### src/rtl/sem_pkg.sv
package sem_pkg;

    typedef enum logic [1:0] {
        FREE       = 2'd0,
        HELD_LEFT  = 2'd1,
        HELD_RIGHT = 2'd2
    } flag_state_t;

endpackage

### src/rtl/sem_port_decode.sv
module sem_port_decode #(
    parameter int NUM_FLAGS = 8,
    parameter int ADDR_W    = $clog2(NUM_FLAGS)
) (
    input  logic                 mem_en_n,
    input  logic                 sem_en_n,
    input  logic [ADDR_W-1:0]    addr,
    input  logic                 wr_n,
    input  logic                 wdata,
    output logic [NUM_FLAGS-1:0] set_vec,
    output logic [NUM_FLAGS-1:0] clr_vec,
    output logic                 standby
);

    logic wr_active;

    assign wr_active = !sem_en_n && !wr_n;
    assign standby   = mem_en_n && sem_en_n;

    for (genvar k = 0; k < NUM_FLAGS; k++) begin : g_dec
        logic hit;
        assign hit        = wr_active && (addr == ADDR_W'(k));
        assign set_vec[k] = hit && !wdata;
        assign clr_vec[k] = hit && wdata;
    end

endmodule

### src/rtl/sem_flag_cell.sv
module sem_flag_cell
    import sem_pkg::*;
(
    input  logic clk,
    input  logic rst_n,
    input  logic set_l,
    input  logic clr_l,
    input  logic set_r,
    input  logic clr_r,
    output logic own_l,
    output logic own_r
);

    flag_state_t state_q, state_d;
    logic        req_l_q, req_r_q;
    logic        req_l_d, req_r_d;

    // request bits: a 0-write sets, a 1-write clears
    always_comb begin
        req_l_d = set_l ? 1'b1 : (clr_l ? 1'b0 : req_l_q);
        req_r_d = set_r ? 1'b1 : (clr_r ? 1'b0 : req_r_q);
    end

    // state register
    always_ff @(posedge clk or negedge rst_n) begin
        if (!rst_n) begin
            state_q <= FREE;
            req_l_q <= 1'b0;
            req_r_q <= 1'b0;
        end else begin
            state_q <= state_d;
            req_l_q <= req_l_d;
            req_r_q <= req_r_d;
        end
    end

    // next-state logic
    always_comb begin
        state_d = state_q;
        unique case (state_q)
            FREE: begin
                if (req_l_d)      state_d = HELD_LEFT;   // claim_left (wins ties)
                else if (req_r_d) state_d = HELD_RIGHT;  // claim_right
            end
            HELD_LEFT: begin
                if (!req_l_d)     state_d = req_r_d ? HELD_RIGHT : FREE;
            end
            HELD_RIGHT: begin
                if (!req_r_d)     state_d = req_l_d ? HELD_LEFT : FREE;
            end
            default:              state_d = FREE;
        endcase
    end

    // outputs
    always_comb begin
        own_l = 1'b0;
        own_r = 1'b0;
        unique case (state_q)
            FREE:       ;
            HELD_LEFT:  own_l = 1'b1;
            HELD_RIGHT: own_r = 1'b1;
            default:    ;
        endcase
    end

endmodule

### src/rtl/sem_read_mux.sv
module sem_read_mux #(
    parameter int NUM_FLAGS = 8,
    parameter int ADDR_W    = $clog2(NUM_FLAGS)
) (
    input  logic                 sem_en_n,
    input  logic [ADDR_W-1:0]    addr,
    input  logic [NUM_FLAGS-1:0] own_vec,
    output logic                 rdata
);

    always_comb begin
        rdata = 1'b1;
        if (!sem_en_n) rdata = !own_vec[addr];
    end

endmodule

### src/rtl/sem_flag_unit.sv
module sem_flag_unit #(
    parameter int NUM_FLAGS = 8,
    parameter int ADDR_W    = $clog2(NUM_FLAGS)
) (
    input  logic              clk,
    input  logic              rst_n,
    input  logic              l_mem_en_n,
    input  logic              l_sem_en_n,
    input  logic [ADDR_W-1:0] l_addr,
    input  logic              l_wr_n,
    input  logic              l_wdata,
    output logic              l_rdata,
    output logic              l_standby,
    input  logic              r_mem_en_n,
    input  logic              r_sem_en_n,
    input  logic [ADDR_W-1:0] r_addr,
    input  logic              r_wr_n,
    input  logic              r_wdata,
    output logic              r_rdata,
    output logic              r_standby
);

    logic [NUM_FLAGS-1:0] set_l, clr_l, set_r, clr_r;
    logic [NUM_FLAGS-1:0] own_l, own_r;

    sem_port_decode #(.NUM_FLAGS(NUM_FLAGS), .ADDR_W(ADDR_W)) dec_l_i (
        .mem_en_n (l_mem_en_n),
        .sem_en_n (l_sem_en_n),
        .addr     (l_addr),
        .wr_n     (l_wr_n),
        .wdata    (l_wdata),
        .set_vec  (set_l),
        .clr_vec  (clr_l),
        .standby  (l_standby)
    );

    sem_port_decode #(.NUM_FLAGS(NUM_FLAGS), .ADDR_W(ADDR_W)) dec_r_i (
        .mem_en_n (r_mem_en_n),
        .sem_en_n (r_sem_en_n),
        .addr     (r_addr),
        .wr_n     (r_wr_n),
        .wdata    (r_wdata),
        .set_vec  (set_r),
        .clr_vec  (clr_r),
        .standby  (r_standby)
    );

    for (genvar k = 0; k < NUM_FLAGS; k++) begin : g_flag
        sem_flag_cell cell_i (
            .clk   (clk),
            .rst_n (rst_n),
            .set_l (set_l[k]),
            .clr_l (clr_l[k]),
            .set_r (set_r[k]),
            .clr_r (clr_r[k]),
            .own_l (own_l[k]),
            .own_r (own_r[k])
        );
    end

    sem_read_mux #(.NUM_FLAGS(NUM_FLAGS), .ADDR_W(ADDR_W)) rd_l_i (
        .sem_en_n (l_sem_en_n),
        .addr     (l_addr),
        .own_vec  (own_l),
        .rdata    (l_rdata)
    );

    sem_read_mux #(.NUM_FLAGS(NUM_FLAGS), .ADDR_W(ADDR_W)) rd_r_i (
        .sem_en_n (r_sem_en_n),
        .addr     (r_addr),
        .own_vec  (own_r),
        .rdata    (r_rdata)
    );

endmodule

### config.mk
export PLATFORM = sky130hd
export DESIGN_NAME = sem_flag_unit
export DESIGN_NICKNAME = d
export VERILOG_FILES = /design/src/rtl/sem_pkg.sv /design/src/rtl/sem_port_decode.sv /design/src/rtl/sem_flag_cell.sv /design/src/rtl/sem_read_mux.sv /design/src/rtl/sem_flag_unit.sv
export SDC_FILE = /design/constraint.sdc
export NUM_CORES = 1
export LEC_CHECK = 0
export ABC_AREA = 1
export CAP_MARGIN = 20
export CORE_MARGIN = 5
export CORE_UTILIZATION = 53
export CTS_CLUSTER_SIZE = 25
export DETAILED_ROUTE_END_ITERATION = 8
export GPL_ROUTABILITY_DRIVEN = 0
export PLACE_DENSITY_LB_ADDON = 0.05
export SYNTH_ARGS = -nofsm -noshare
export SYNTH_HDL_FRONTEND = slang
export SYNTH_SLANG_ARGS = --single-unit
### constraint.sdc
create_clock -name clk -period 1.51 [get_ports clk]
set_input_delay 0.151 -clock clk [delete_from_list [all_inputs] [get_ports clk]]
set_output_delay 0.151 -clock clk [all_outputs]
set_load 0.01 [all_outputs]
# Word-level counts from Yosys, hierarchy flattened
# Index checks and enable logic that the tools add are counted.
# totals
register_bits,32
inputBits,16
output_inout_bits,4
wordCells,268
# classes
order_cmp,2
eq_ne,54
muxes,110
n_reduce_logical,78
# ops
operator,n
$mux W2,40
$mux W1,60
$logic_and A1 B1 Y1,52
$pmux W2 S3,8
$ne A2 B2 Y1 const B,16
$eq A3 B3 Y1 const B,8
$ne A3 B1 Y1 const B,8
$reduce_and A3 Y1,8
$eq A2 B1 Y1 const B,8
$eq A2 B2 Y1 const B,8
$logic_not A2 Y1,8
$eq A3 B2 Y1 const B,4
$logic_not A1 Y1,8
$lt A3 B4 Y1 const B,2
$bmux W1 S3,2
$eq A3 B1 Y1 const B,2
$logic_not A3 Y1,2

# Longest topological paths before layout
# Gate-level depths: netlist (run 1).
# logic_depth
word_depth,9
mapped_depth,8
ltp_nobuf,8

# By module
# From an unflattened synthesis (run 1), not the netlist that was laid out.
# unflattened
hier_cells,314
hier_area_um2,1996.9
# modules_own_cells
module,instances,cells_per_inst,area_per_inst_um2,seq_area_each_um2
sem_flag_cell,8,23,178.9,100.1
sem_port_decode,2,40,176.4,0.0
sem_read_mux,2,25,106.4,0.0

# Worst setup path after synthesis (run 1)
# OpenSTA, ideal clock, no wires.
# synth_timing
path_type,register -> output
startpoint,reg g_flag[2].cell_i.state_q[1]
endpoint,out l_rdata
t_arrival_ns,0.831
required_ns,1.359
slack_ns,0.528
path_stages_with_launch,9
path_buffers,0
path_cell_list,dfrtp_1 inv_1 nand2_1 nand2_1 nand2_1 nor2_1 nand2_1 nand2_1 nand2_1
# synth_via
elab_chain_len,6
# synth_rtl
item,line,text
start: declaration,sem_flag_cell.sv:14,"flag_state_t state_q, state_d;"
start signal: assignment,sem_flag_cell.sv:31,state_q <= state_d;
$eq A2 B1 Y1,sem_flag_cell.sv:59,unique case (state_q)
$mux W1,sem_flag_cell.sv:59,
$bmux W1 S3,sem_read_mux.sv:13,if (!sem_en_n) rdata = !own_vec[addr];
$mux W1 (implied by the code),sem_read_mux.sv:13,
$logic_not A1 Y1,sem_read_mux.sv:13,
$mux W1,sem_read_mux.sv:13,
end: declaration,sem_flag_unit.sv:12,"output logic l_rdata,"
# Every way passes these cells. The select of a mux whose other input is x is not followed.

# Final worst setup path (run 1)
# Ends and elaborated chain as after synthesis.

==> flow_metrics.tcl, run 1 <==
set metrics [dict create \
    status "finished clean" \
    pwr_density_cell_mw_per_mm2 1070 \
    p_leak_nw 1.22 \
    root_buffer "clkbuf_4" \
    cts_buffers 5 \
    die_area_mm2 0.00459 \
    intPower_mw 1.63 \
    syn_inst 239 \
    track_usage_pct 20.1 \
    cp_max_fo 3 \
    timing.fmax_ghz 0.668 \
    grt_overflow 0 \
    synth_top_area_share_pct 45.4 \
    port_buffers 19 \
    grt_max_degree 33 \
    insertion_delay_ns 0.32 \
    setup-violations-final 0 \
    end_kind "output pin" \
    drtIter0Drc 76 \
    antenna_cells 0 \
    critical_path.slowest_cell "dfrtp_1" \
    start_kind "flip-flop" \
    rsz0062_at_grt "yes" \
    ys_warn_count 0 \
    viasPerCell 4.84 \
    setup.worst_path.start "g_flag[2].cell_i.state_q[1]$_DFFE_PN0P_" \
    dr.pass1.iters 4 \
    synth.avg_cell_area_um2 7.39 \
    die_width_um 67.7 \
    core-area_mm2 0.00328 \
    seq_area_frac_synth_pct 45.4 \
    drv_cap 0 \
    nets 306 \
    hold_viol 0 \
    layout_setup_ws_ns 0.0129 \
    slew_violations 0 \
    io_pins 20 \
    nFillCells 280 \
    grt_antenna_before_repair 0 \
    critPathMaxStageDelay_ns 0.40 \
    syn2layout_area_growth_pct 29.5 \
    worstMarginPinSlew_ns 0.392 \
    drive_gt1_share_pct 19.2 \
    ys_ff_latch 32 \
    place_area_mm2 0.00217 \
    drc 0 \
    power_mw 2.44 \
    netlist_area_mm2 0.00177 \
    p_sw_mw 0.814 \
    cts.sinks 32 \
    dp_hpwl_mm 3.06 \
    yosysUniqueCellTypes 14 \
    cts_buffer_depth 2 \
    ir_drop_mv 0.526 \
    clock-skew-final_ns 0.000529 \
    drt_wl_total_mm 3.97 \
    hold_class "in2async" \
    r2r_start "g_flag[2].cell_i.state_q[1]$_DFFE_PN0P_" \
    min_period_over_period_pct 99.1 \
    path_clk_slew_ns 0.09 \
    fin_hold_ws_ns 0.207 \
    htreeDepth 2 \
    ctsHoldBuffers 0 \
    die_h_um 67.7 \
    rows 21 \
    path_common_cell "nand2_1" \
    worstPathArrival_ns 1.35 \
    start_util_pct 53.8 \
    ant_nets 0 \
    criticalPathCategory "reg2out" \
    syn_nets 255 \
    fin_util_pct 69.6 \
    swShare_pct 33.3 \
    p_clk_share_pct 20.6 \
    ff2ff_path_depth 4 \
    cts_tree "done" \
    synth_top_cell_by_area "dfrtp_1" \
    crit_path_cell_trace "inv_1 > nand2_1 > nand2_1 > nand2_1 > nor2_1 > nand2_1 > nand2_1 > nand2_1 > buf_2" \
    wl_per_cell_um 11.8 \
    design_area_mm2 0.00229 \
    grt_pass1_vias 1644 \
    dpl_worst_slack_ns -0.368 \
    fin_crit_ns 1.50 \
    seq_power_share_pct 46.7 \
    vias 1631 \
    relSlewSlack_pct 73.8 \
    crit_required_ns 1.36 \
    grt_pass1_wl_mm 6.83 \
    synthTopCellsByArea "dfrtp_1 45%, nand2_1 15%, inv_1 9.6%, nand3_1 9.4%, nand4_1 5.0%" \
    combPwrFrac_pct 32.7 \
]
==> synth_stat cells <==
library cell	instances
a21oi_1	16
nor2_1	9
nand2_1	70
nand3_1	33
buf_6	1
nor2_4	6
inv_1	45
inv_2	2
buf_4	2
a21oi_2	4
nand4_1	14
dfrtp_1	32
and2_1	4
buf_2	1
==> worst max-delay path, delay by kind of cell, from the launching register on <==
kind / cells / cell delay [ns]
AND/OR/NAND/NOR: 7 / 0.41
buffers and inverters: 2 / 0.21
flip-flops: 1 / 0.40
==> final cells by class <==
class                   count  area, µm²  share of cell area (%)
multi-input cells         156        769                    33.7
flip-flops and latches     32        801                    35.0
inverters                  47        176                    7.72
clock buffers               8       58.8                    2.57
well taps                  46       57.6                    2.52
repair buffers             48        423                    18.5
==> cell families (layout without fill, tap and decap cells) <==
kind of cell / Yosys count / after routing / share of synthesized area [%]
buf+inv: 51 / 103 / 11.8
simple gates: 136 / 136 / 36.4
compound gates: 20 / 20 / 6.52
flops: 32 / 32 / 45.4
==> power by group through the flow <==
stage	Combinational, mW	Sequential, mW	Clock [mW]
2_1_floorplan	0.470	1.13	0
3_3_place_gp	0.715	1.15	0
3_5_place_dp	0.722	1.15	0
4_1_cts	0.776	1.13	0.521
5_1_grt	0.911	1.16	0.557
6_report	0.798	1.14	0.502
==> sequential cells by signal (all words and copies together) (netlist names) <==
name and flops:
g_flag.cell_i.state_q 16, g_flag.cell_i.req_l_q 8, g_flag.cell_i.req_r_q 8
==> stage by stage <==
stage / instances / setup TNS [ns]
finish: 337 / 0
floorplan: 239 / 0
global placement: 322 / -1.13
detailed placement: 322 / -1.22
CTS: 335 / -0.0650
global route: 337 / -0.192
==> per-layer routing <==
metal	wire length, µm	vias up	GRT usage, %	part of all wire, %
li1	-	852	-	-
met1	1850	750	23.5	47
met2	1930	23	35.4	49
met3	145	6	4.99	3.7
met4	44	0	6.84	1.1
met5	0	-	0	0
==> cell usage in the layout, fill, tap and decap left out, drive strengths merged <==
master | Yosys | routed
dfrtp | 32 | 32
buf | 4 | 31
nor2 | 15 | 15
and2 | 4 | 4
nand4 | 14 | 14
nand3 | 33 | 33
dlymetal6s2s | 0 | 1
nand2 | 70 | 70
inv | 47 | 47
dlygate4sd2 | 0 | 2
clkbuf | 0 | 8
a21oi | 20 | 20
clkdlybuf4s50 | 0 | 14
==> path summary, 6_finish.rpt <==
check,endpoint,slack [ns]
min reg2reg,g_flag[4].cell_i.state_q[0]$_DFFE_PN0P_,0.45
max reg2reg,g_flag[2].cell_i.state_q[0]$_DFFE_PN0P_,0.55
max in group asynchronous,g_flag[1].cell_i.state_q[1]$_DFFE_PN0P_,1.01
min,g_flag[0].cell_i.req_r_q$_DFF_PN0_,0.21
max,l_rdata,0.01
min in group clk,g_flag[4].cell_i.req_r_q$_DFF_PN0_,0.39
==> timing repair <==
action                     4_1_cts  5_1_grt
pin swaps                        0        0
buffers inserted                 5        2
gates resized for setup         12        6
setup endpoints to repair        3        3
(Power assumes the default switching activity.)
==> run 2: changes to the inputs <==
--- a/config.mk
+++ b/config.mk
@@ -16,3 +16,4 @@
 export SYNTH_ARGS = -nofsm -noshare
 export SYNTH_HDL_FRONTEND = slang
 export SYNTH_SLANG_ARGS = --single-unit
+export TNS_END_PERCENT = 50
==> results of run 2 <==
The final DEF is identical to that of run 1; final timing and power are the same.
==> run 3: changes to the inputs <==
--- a/config.mk
+++ b/config.mk
@@ -13,6 +13,7 @@
 export DETAILED_ROUTE_END_ITERATION = 8
 export GPL_ROUTABILITY_DRIVEN = 0
 export PLACE_DENSITY_LB_ADDON = 0.05
+export SLEW_MARGIN = 20
 export SYNTH_ARGS = -nofsm -noshare
 export SYNTH_HDL_FRONTEND = slang
 export SYNTH_SLANG_ARGS = --single-unit
==> results of run 3 <==
The final DEF is identical to that of run 1; final timing and power are the same.
